### src/rtl/seg16_pkg.sv
package seg16_pkg;

    localparam int ADDR_W    = 7;
    localparam int DATA_W    = 8;
    localparam int WORD_W    = 2 * DATA_W;
    localparam int POS_W     = 5;
    localparam int NUM_WORDS = 40;
    localparam int ROW2_BASE = 20;
    localparam int DIGITS    = 16;
    localparam int NUM_OUT   = 2 * DIGITS;
    localparam int IDX_W     = $clog2(NUM_WORDS);

    // register offsets; software decodes these exact values
    localparam logic [ADDR_W-1:0] OFS_POS    = 7'h3B;
    localparam logic [ADDR_W-1:0] OFS_R1_LO  = 7'h3C;
    localparam logic [ADDR_W-1:0] OFS_R1_HI  = 7'h3D;
    localparam logic [ADDR_W-1:0] OFS_R2_LO  = 7'h3E;
    localparam logic [ADDR_W-1:0] OFS_R2_HI  = 7'h3F;

    typedef enum logic [2:0] {
        OP_IDLE,
        OP_POS,
        OP_R1_LO,
        OP_R1_HI,
        OP_R2_LO,
        OP_R2_HI
    } op_e;

    typedef struct packed {
        op_e                op;
        logic [DATA_W-1:0]  data;
    } cmd_t;

    typedef logic [NUM_WORDS-1:0][WORD_W-1:0] store_arr_t;

    typedef struct packed {
        logic [POS_W-1:0] pos;
        store_arr_t       words;
    } store_t;

    // source bit for each output bit, entry 0 feeds output MSB
    localparam int SEG_SRC [WORD_W] = '{7, 15, 12, 10, 8, 14, 13, 9,
                                        11, 6, 5, 4, 3, 2, 1, 0};

    function automatic logic [WORD_W-1:0] seg_reorder(input logic [WORD_W-1:0] w);
        logic [WORD_W-1:0] r;
        for (int k = 0; k < WORD_W; k++) begin
            r[WORD_W-1-k] = w[SEG_SRC[k]];
        end
        return r;
    endfunction

endpackage

### src/rtl/seg16_reg_decode.sv
module seg16_reg_decode
    import seg16_pkg::*;
(
    input  logic              wr_en,
    input  logic [ADDR_W-1:0] wr_addr,
    input  logic [DATA_W-1:0] wr_data,
    output cmd_t              cmd
);

    always_comb begin
        cmd.data = wr_data;
        cmd.op   = OP_IDLE;
        if (wr_en) begin
            case (wr_addr)
                OFS_POS:   cmd.op = OP_POS;
                OFS_R1_LO: cmd.op = OP_R1_LO;
                OFS_R1_HI: cmd.op = OP_R1_HI;
                OFS_R2_LO: cmd.op = OP_R2_LO;
                OFS_R2_HI: cmd.op = OP_R2_HI;
                default:   cmd.op = OP_IDLE;
            endcase
        end
    end

endmodule

### src/rtl/seg16_word_store.sv
module seg16_word_store
    import seg16_pkg::*;
(
    input  logic             clk,
    input  logic             rst_n,
    input  cmd_t             cmd,
    input  logic             frame_tick,
    output logic [POS_W-1:0] pos_q,
    output store_arr_t       words_q
);

    localparam logic [IDX_W-1:0] LAST_IDX = IDX_W'(NUM_WORDS - 1);
    localparam logic [IDX_W-1:0] R2_OFS   = IDX_W'(ROW2_BASE);

    store_t            st_d, st_q;
    logic [IDX_W-1:0]  row2_idx;

    always_comb begin
        st_d     = st_q;
        row2_idx = IDX_W'(st_q.pos) + R2_OFS;
        if (frame_tick) begin
            // clear wins over any write in the same cycle
            st_d.words = '0;
        end else begin
            case (cmd.op)
                OP_POS:   st_d.pos = cmd.data[POS_W-1:0];
                OP_R1_LO: st_d.words[st_q.pos][DATA_W-1:0] =
                              st_q.words[st_q.pos][DATA_W-1:0] | cmd.data;
                OP_R1_HI: st_d.words[st_q.pos][WORD_W-1:DATA_W] =
                              st_q.words[st_q.pos][WORD_W-1:DATA_W] | cmd.data;
                OP_R2_LO: if (row2_idx <= LAST_IDX) begin
                              st_d.words[row2_idx][DATA_W-1:0] =
                                  st_q.words[row2_idx][DATA_W-1:0] | cmd.data;
                          end
                OP_R2_HI: if (row2_idx <= LAST_IDX) begin
                              st_d.words[row2_idx][WORD_W-1:DATA_W] =
                                  st_q.words[row2_idx][WORD_W-1:DATA_W] | cmd.data;
                          end
                default:  ;
            endcase
        end
    end

    always_ff @(posedge clk) begin
        if (!rst_n) st_q <= '0;
        else        st_q <= st_d;
    end

    assign pos_q   = st_q.pos;
    assign words_q = st_q.words;

endmodule

### src/rtl/seg16_publish.sv
module seg16_publish
    import seg16_pkg::*;
(
    input  logic                            clk,
    input  logic                            rst_n,
    input  logic                            frame_tick,
    input  store_arr_t                      words_q,
    output logic [NUM_OUT-1:0][WORD_W-1:0]  out_q
);

    logic [NUM_OUT-1:0][WORD_W-1:0] out_d;

    for (genvar i = 0; i < NUM_OUT; i++) begin : g_lane
        localparam int SRC = (i < DIGITS) ? i : ROW2_BASE + i - DIGITS;
        assign out_d[i] = frame_tick ? seg_reorder(words_q[SRC]) : out_q[i];
    end

    always_ff @(posedge clk) begin
        if (!rst_n) out_q <= '0;
        else        out_q <= out_d;
    end

endmodule

### src/rtl/seg16_frame_latch.sv
module seg16_frame_latch
    import seg16_pkg::*;
(
    input  logic                            clk,
    input  logic                            rst_n,
    input  logic                            wr_en,
    input  logic [ADDR_W-1:0]               wr_addr,
    input  logic [DATA_W-1:0]               wr_data,
    input  logic                            frame_tick,
    output logic [NUM_OUT-1:0][WORD_W-1:0]  seg_out
);

    cmd_t             cmd;
    logic [POS_W-1:0] pos_q;
    store_arr_t       words_q;

    seg16_reg_decode u_decode (
        .wr_en   (wr_en),
        .wr_addr (wr_addr),
        .wr_data (wr_data),
        .cmd     (cmd)
    );

    seg16_word_store u_store (
        .clk        (clk),
        .rst_n      (rst_n),
        .cmd        (cmd),
        .frame_tick (frame_tick),
        .pos_q      (pos_q),
        .words_q    (words_q)
    );

    seg16_publish u_publish (
        .clk        (clk),
        .rst_n      (rst_n),
        .frame_tick (frame_tick),
        .words_q    (words_q),
        .out_q      (seg_out)
    );

endmodule

### config.mk
export PLATFORM = sky130hd
export DESIGN_NAME = seg16_frame_latch
export DESIGN_NICKNAME = d
export VERILOG_FILES = /design/src/rtl/seg16_pkg.sv /design/src/rtl/seg16_reg_decode.sv /design/src/rtl/seg16_word_store.sv /design/src/rtl/seg16_publish.sv /design/src/rtl/seg16_frame_latch.sv
export SDC_FILE = /design/constraint.sdc
export NUM_CORES = 2
export LEC_CHECK = 0
export ABC_AREA = 1
export BUFFER_PORTS_ARGS = -buffer_cell sky130_fd_sc_hd__buf_2
export CAP_MARGIN = 20
export CORE_ASPECT_RATIO = 1.4
export CORE_MARGIN = 2
export CORE_UTILIZATION = 33
export DETAILED_ROUTE_END_ITERATION = 12
export GPL_ROUTABILITY_DRIVEN = 0
export PLACE_DENSITY = 0.51
export SYNTH_ARGS = -nofsm -noshare
export SYNTH_HDL_FRONTEND = slang
export SYNTH_SLANG_ARGS = --single-unit
### constraint.sdc
create_clock -name clk -period 4.5 [get_ports clk]
set_clock_uncertainty 0.1 [all_clocks]
set_input_delay 0.225 -clock clk [delete_from_list [all_inputs] [get_ports clk]]
set_output_delay 0.225 -clock clk [all_outputs]
set_load 0.005 [all_outputs]
---- Yosys cells after proc, flatten, opt, wreduce, memory -nomap -nowiden ----
Index checks and enable logic that the tools add are counted.
cells by class
  add/sub/neg operators ................... 1
  order comparisons ....................... 5
  eq/ne operators ......................... 12
  mux-type cells .......................... 21
  bitwise logic cells ..................... 6
  reductions and logical operators ........ 6
operators by type and width
  operator                                                                      count
  640-bit bitwise mux                                                           4
  640-bit case mux with 4 select lines                                          1
  640-bit 2-to-1 mux                                                            2
  16-bit demux with 6-bit select                                                2
  16-bit demux with 5-bit select                                                2
  16-bit binary-select mux with 6-bit select                                    1
  16-bit binary-select mux with 5-bit select                                    1
  16-bit 2-to-1 mux                                                             4
  7-bit by 6-bit equality test with 1-bit output, second input constant         5
  8-bit OR                                                                      4
  8-bit 2-to-1 mux                                                              2
  3-bit case mux with 5 select lines                                            1
  5-bit by 7-bit less-than comparator with 1-bit output, second input constant  1
  6-bit by 7-bit less-than comparator with 1-bit output, second input constant  1
  5-bit by 5-bit adder with 6-bit output, second input constant                 1
  3-bit by 2-bit equality test with 1-bit output, second input constant         2
  3-bit equality test, second input constant                                    2
  6-bit by 1-bit >= comparator with 1-bit output, second input constant         1
  6-bit less-or-equal comparator, second input constant                         1
  5-bit by 1-bit >= comparator with 1-bit output, second input constant         1
  2-bit by 1-bit != test with 1-bit output, second input constant               2
  4-bit nonzero test                                                            1
  3-bit by 1-bit equality test with 1-bit output, second input constant         1
  3-bit 2-to-1 mux                                                              1
  5 further kinds                                                               7
word-level totals
  register bits ........................... 1157
  input port bits ......................... 19
  output and inout bits ................... 512
  word-level logic and storage cells ...... 124

---- Depth between registers and ports, before layout ----
  depth in word-level cells ............... 8
  mapped depth ............................ 18

---- Cells and area by module ----
Synthesis repeated with hierarchy kept, for this count alone.
unflattened totals
  cell total of the unflattened synthesis .. 11343
  area, all modules ....................... 67717.4 um2
modules (own cells, without submodules)
  module            instances  cells each  area an instance (um2)  sequential area each (um2)
  seg16_word_store  1          8076        46728.6                 12912.4
  seg16_publish     1          3243        20866.3                 10249.8
  seg16_reg_decode  1          24          122.6                   0.0

---- Worst setup path after synthesis ----
No wires, ideal clock.
  path type ............................... register to register
  from .................................... register u_store.st_q (netlist bit u_store.pos_q[2])
  to ...................................... register with a tool-made name
  arrival ................................. 2922 ps
  data required time ...................... 4330 ps
  path slack .............................. 1408 ps
  stages on the path, launching flop included .. 18
  path through ............................ dfxtp_1 clkbuf_1 inv_2 buf_2 buf_1 ha_1 inv_1 buf_1 clkbuf_1 nand3_1 nand2_1 nand2_1 clkbuf_1 nand3_1 nand2_1 nand2_1 nand2_1 a21oi_1
RTL lines
  item                    RTL line                RTL
  start, declared         seg16_word_store.sv:15  store_t st_d, st_q;
  start signal, assigned  seg16_word_store.sv:46  else st_q <= st_d;

==> results by group <==
Status
  • Outcome: complete, no violations

Global routing
  • Initial antenna violation count: 15
  • Number of global-route vias before repair: 73914
  • First-pass GRT wire length: between 500 and 600 mm
  • Met2 usage: 0.5005
  • Global-route usage over all layers: 0.3338
  • GRT overflow: 0
  • Top Usage Layer GRT: met2
  • Routing usage on met1: 0.4113
  • Met3 GRT Util: 0.08382
  • Largest net degree at the start of global routing: 260

Synth
  • Synthesized net count: 10973
  • Yosys Warn Count: 0
  • Area leader, netlist: dfxtp_1
  • Fraction of registers with async set or reset after synthesis: 0
  • Syn_area_per_cell: about 6.1 µm²
  • #FFs+latches synth: 1157
  • Post-synthesis sequential area ratio: 0.3490
  • Prevailing post-synth register cell: dfxtp_1
  • Post-Synthesis Cells: approximately 11000
  • Mapped Area: ~66000 µm²
  • Netlist cell types: 36
  • Ranking of synthesized cells by area: dfxtp_1 (35%), nand2_1 (14%), a21oi_1 (13%), o21ai_0 (8.4%), nand3_1 (7.3%)
  • Synth top area share: 0.3490
  • Post-synth EDFFs: 0

Pwr
  • Switching Share: 0.2573
  • Clock power share: 0.503
  • Total Power: ~24 mW
  • Logic pwr share: 0.063
  • VDD IR-drop max: 0.2706 mV
  • Static Leak: 28.41 nW
  • Power Dens Cells: 316.6 nW/µm²
  • Internal Power: approximately 18 mW
  • Switching power: 6.261 mW
  • Flop pwr share: 0.435

Routing
  • Wirelength, routed: 360.6 mm
  • Routed Antenna Nets: 0
  • Drt first pass iters: 9
  • Via count: 81264
  • DRC Markers: 0
  • Initial drt markers: 11717
  • Drt wl/cell: 26.11 µm
  • DR vias/cell: 5.884

Timing
  • RSZ-0062 raised after global routing: no
  • Fin. Hold Viols: 0
  • Slew @ Worst Pin: 1313 ps
  • Fmax: 243.4 MHz
  • WHS: 211.1 ps
  • Final setup TNS: 0 ps
  • Final period util: 0.9131
  • Slew headroom: 0.1244
  • Tmin final: 4109 ps
  • # setup viols final: 0
  • Final slew viol count: 0

Floorplanning
  • Initial Utilization: 0.3322
  • Top Ports: ~530
  • Die H: around 530 µm
  • Die area: 204800 µm²
  • Core region area: 199800 µm²
  • Site Rows: 194
  • Die W: 383.0 µm

Clock network
  • Clock sink total: 1157
  • Clk_lat worst skew: 850 ps
  • Number of CTS-inserted buffers: roughly 140
  • CTS max path bufs: 4
  • H-tree levels: 4
  • Clk slew on worst S/H paths: around 70 ps
  • Root Buffer: clkbuf_16
  • PostCTS Resize Cnt: 0
  • CTS tree: yes

Setup path
  • Setup CP Type: register to register
  • Critical R2R Launch: u_store.pos_q[0]$_SDFFE_PN0P_
  • Crit start category: register
  • Worst path buffer plus inverter count: 3
  • Setup crit end kind: register
  • Worst R2R Setup Slack: 390 ps
  • Worst-path cell chain: inv_2 -> nor2_4 -> buf_12 -> a22oi_1 -> nand2_1 -> nand2_1 -> nand2_1 -> nor2_2 -> buf_4 -> nand4_1 -> nand2_1 -> nand2_1 -> nand2_1 -> a21oi_1
  • Stages on the worst setup path: 14
  • Critical Path AT: 4690 ps
  • Worst-path fanout max: 21
  • CP most frequent cell: nand2_1
  • Worst Path Required: between 5000 and 6000 ps
  • Family with the most delay on the worst path: simple AND/OR/NAND/NOR gates
  • Reg2Reg Depth: 14
  • Slowest-stage cell, CP: nor2_2
  • CP peak stage delay: 890 ps

Layout
  • Fillers: 21573
  • Multi-input combinational cell area: 36460 µm²
  • Commonest cells after routing, fill and taps aside: nand2_1 (2461), a21oi_1 (1779), dfxtp_1 (1155)
  • Seq. cell area: ~23000 µm²
  • Fin util: 0.3848
  • Most common cell after layout, fill and taps aside: nand2_1
  • Design area: 76880 µm²
  • Share of cells above drive strength 1: 0.1081
  • P&R area growth vs syn: 15.84%
  • Nets@finish: 11088

Placed design
  • DPL Wire Length: 242.9 mm
  • Placed instance area: 71950 µm²
  • Port bufs: 530

Hold path
  • Hold Crit Start: wr_addr[1]
  • Hold path depth: 10
  • Worst Hold Class: input pin to register

Job
  • Max cap viols: 0
==> repair_timing <==
action                    in CTS  in global routing
hold endpoints to repair     102                  0
hold buffers                  15                  0
setup buffers                  0                  0
==> how the worst max path moves through the flow <==
stage,startpoint,endpoint,slack [ps]
after floorplan,u_store.pos_q[2]$_SDFFE_PN0P_,register,1410
final,u_store.pos_q[0]$_SDFFE_PN0P_,register,390
after global routing,u_store.pos_q[0]$_SDFFE_PN0P_,register,360
after CTS,u_store.pos_q[0]$_SDFFE_PN0P_,register,500
after detailed placement,wr_addr[6],register,490
after global placement,u_store.pos_q[0]$_SDFFE_PN0P_,register,510
==> power groups by stage <==
stage | clock [mW] | sequential, mW | combinational (mW)
global placement | 0 | 10.8 | 1.46
floorplan | 0 | 10.8 | 0.657
finish | 12.2 | 10.6 | 1.53
CTS | 12.4 | 10.6 | 1.47
detailed placement | 0 | 10.8 | 1.46
global route | 12.8 | 10.6 | 1.59
==> cell usage after synthesis (all sizes together), types with 7 or more instances <==
cell / n
a211oi: 7
nand4: 283
nand3: 966
a22oi: 34
nand2: 2473
o21ai: 1163
buf: 279
a21oi: 1781
nor2: 1191
inv: 885
clkbuf: 614
nor3: 69
dfxtp: 1157
==> logic make-up (layout without fill, tap and decap cells) <==
group                    Yosys count  after routing  synth area share
flip-flops                      1157           1157            0.3490
AND/OR/NAND/NOR                 4999           4999            0.3161
buffers and inverters           1783           1990            0.1048
other                              0              7                 0
AO/OA/AOI/OAI                   3011           3011            0.2297
adder cells (fa/ha/maj)            2              2         0.0003770
==> metal layers <==
layer	wire length [µm]	vias up	part of all wire
met5	36	-	0.00010
met4	31970	6	0.089
met3	40480	1533	0.11
met2	152000	5510	0.42
met1	136100	37852	0.38
li1	-	36363	-
==> tightest hold or removal path, cell delays in order <==
cell	delay, ps
buf_2	130
inv_1	70
nor4_1	50
buf_4	170
nand2_1	170
a21oi_1	60
nand2_1	80
nand3_1	60
nand2_1	60
inv_1	30
==> layout make-up <==
type | instances | share of cell area
tap | 2646 | 0.04306
clock inverter | 49 | 0.009293
antenna | 7 | 0.0002278
multi-input combinational | 8012 | 0.4742
timing repair buffer | 865 | 0.07581
sequential | 1157 | 0.3013
clock buffer | 186 | 0.05242
inverter | 890 | 0.04363
==> stage by stage <==
| step | std cells | setup slack [ps] |
|---|---|---|
| CTS | 13804 | 501.7 |
| detailed placement | 13554 | 488.5 |
| global route | 13806 | 359.6 |
| finish | 13812 | 391.0 |
| global placement | 13553 | 512.7 |
| floorplan | 10952 | 1408 |
Note: power is estimated with default switching activity, not from simulation.
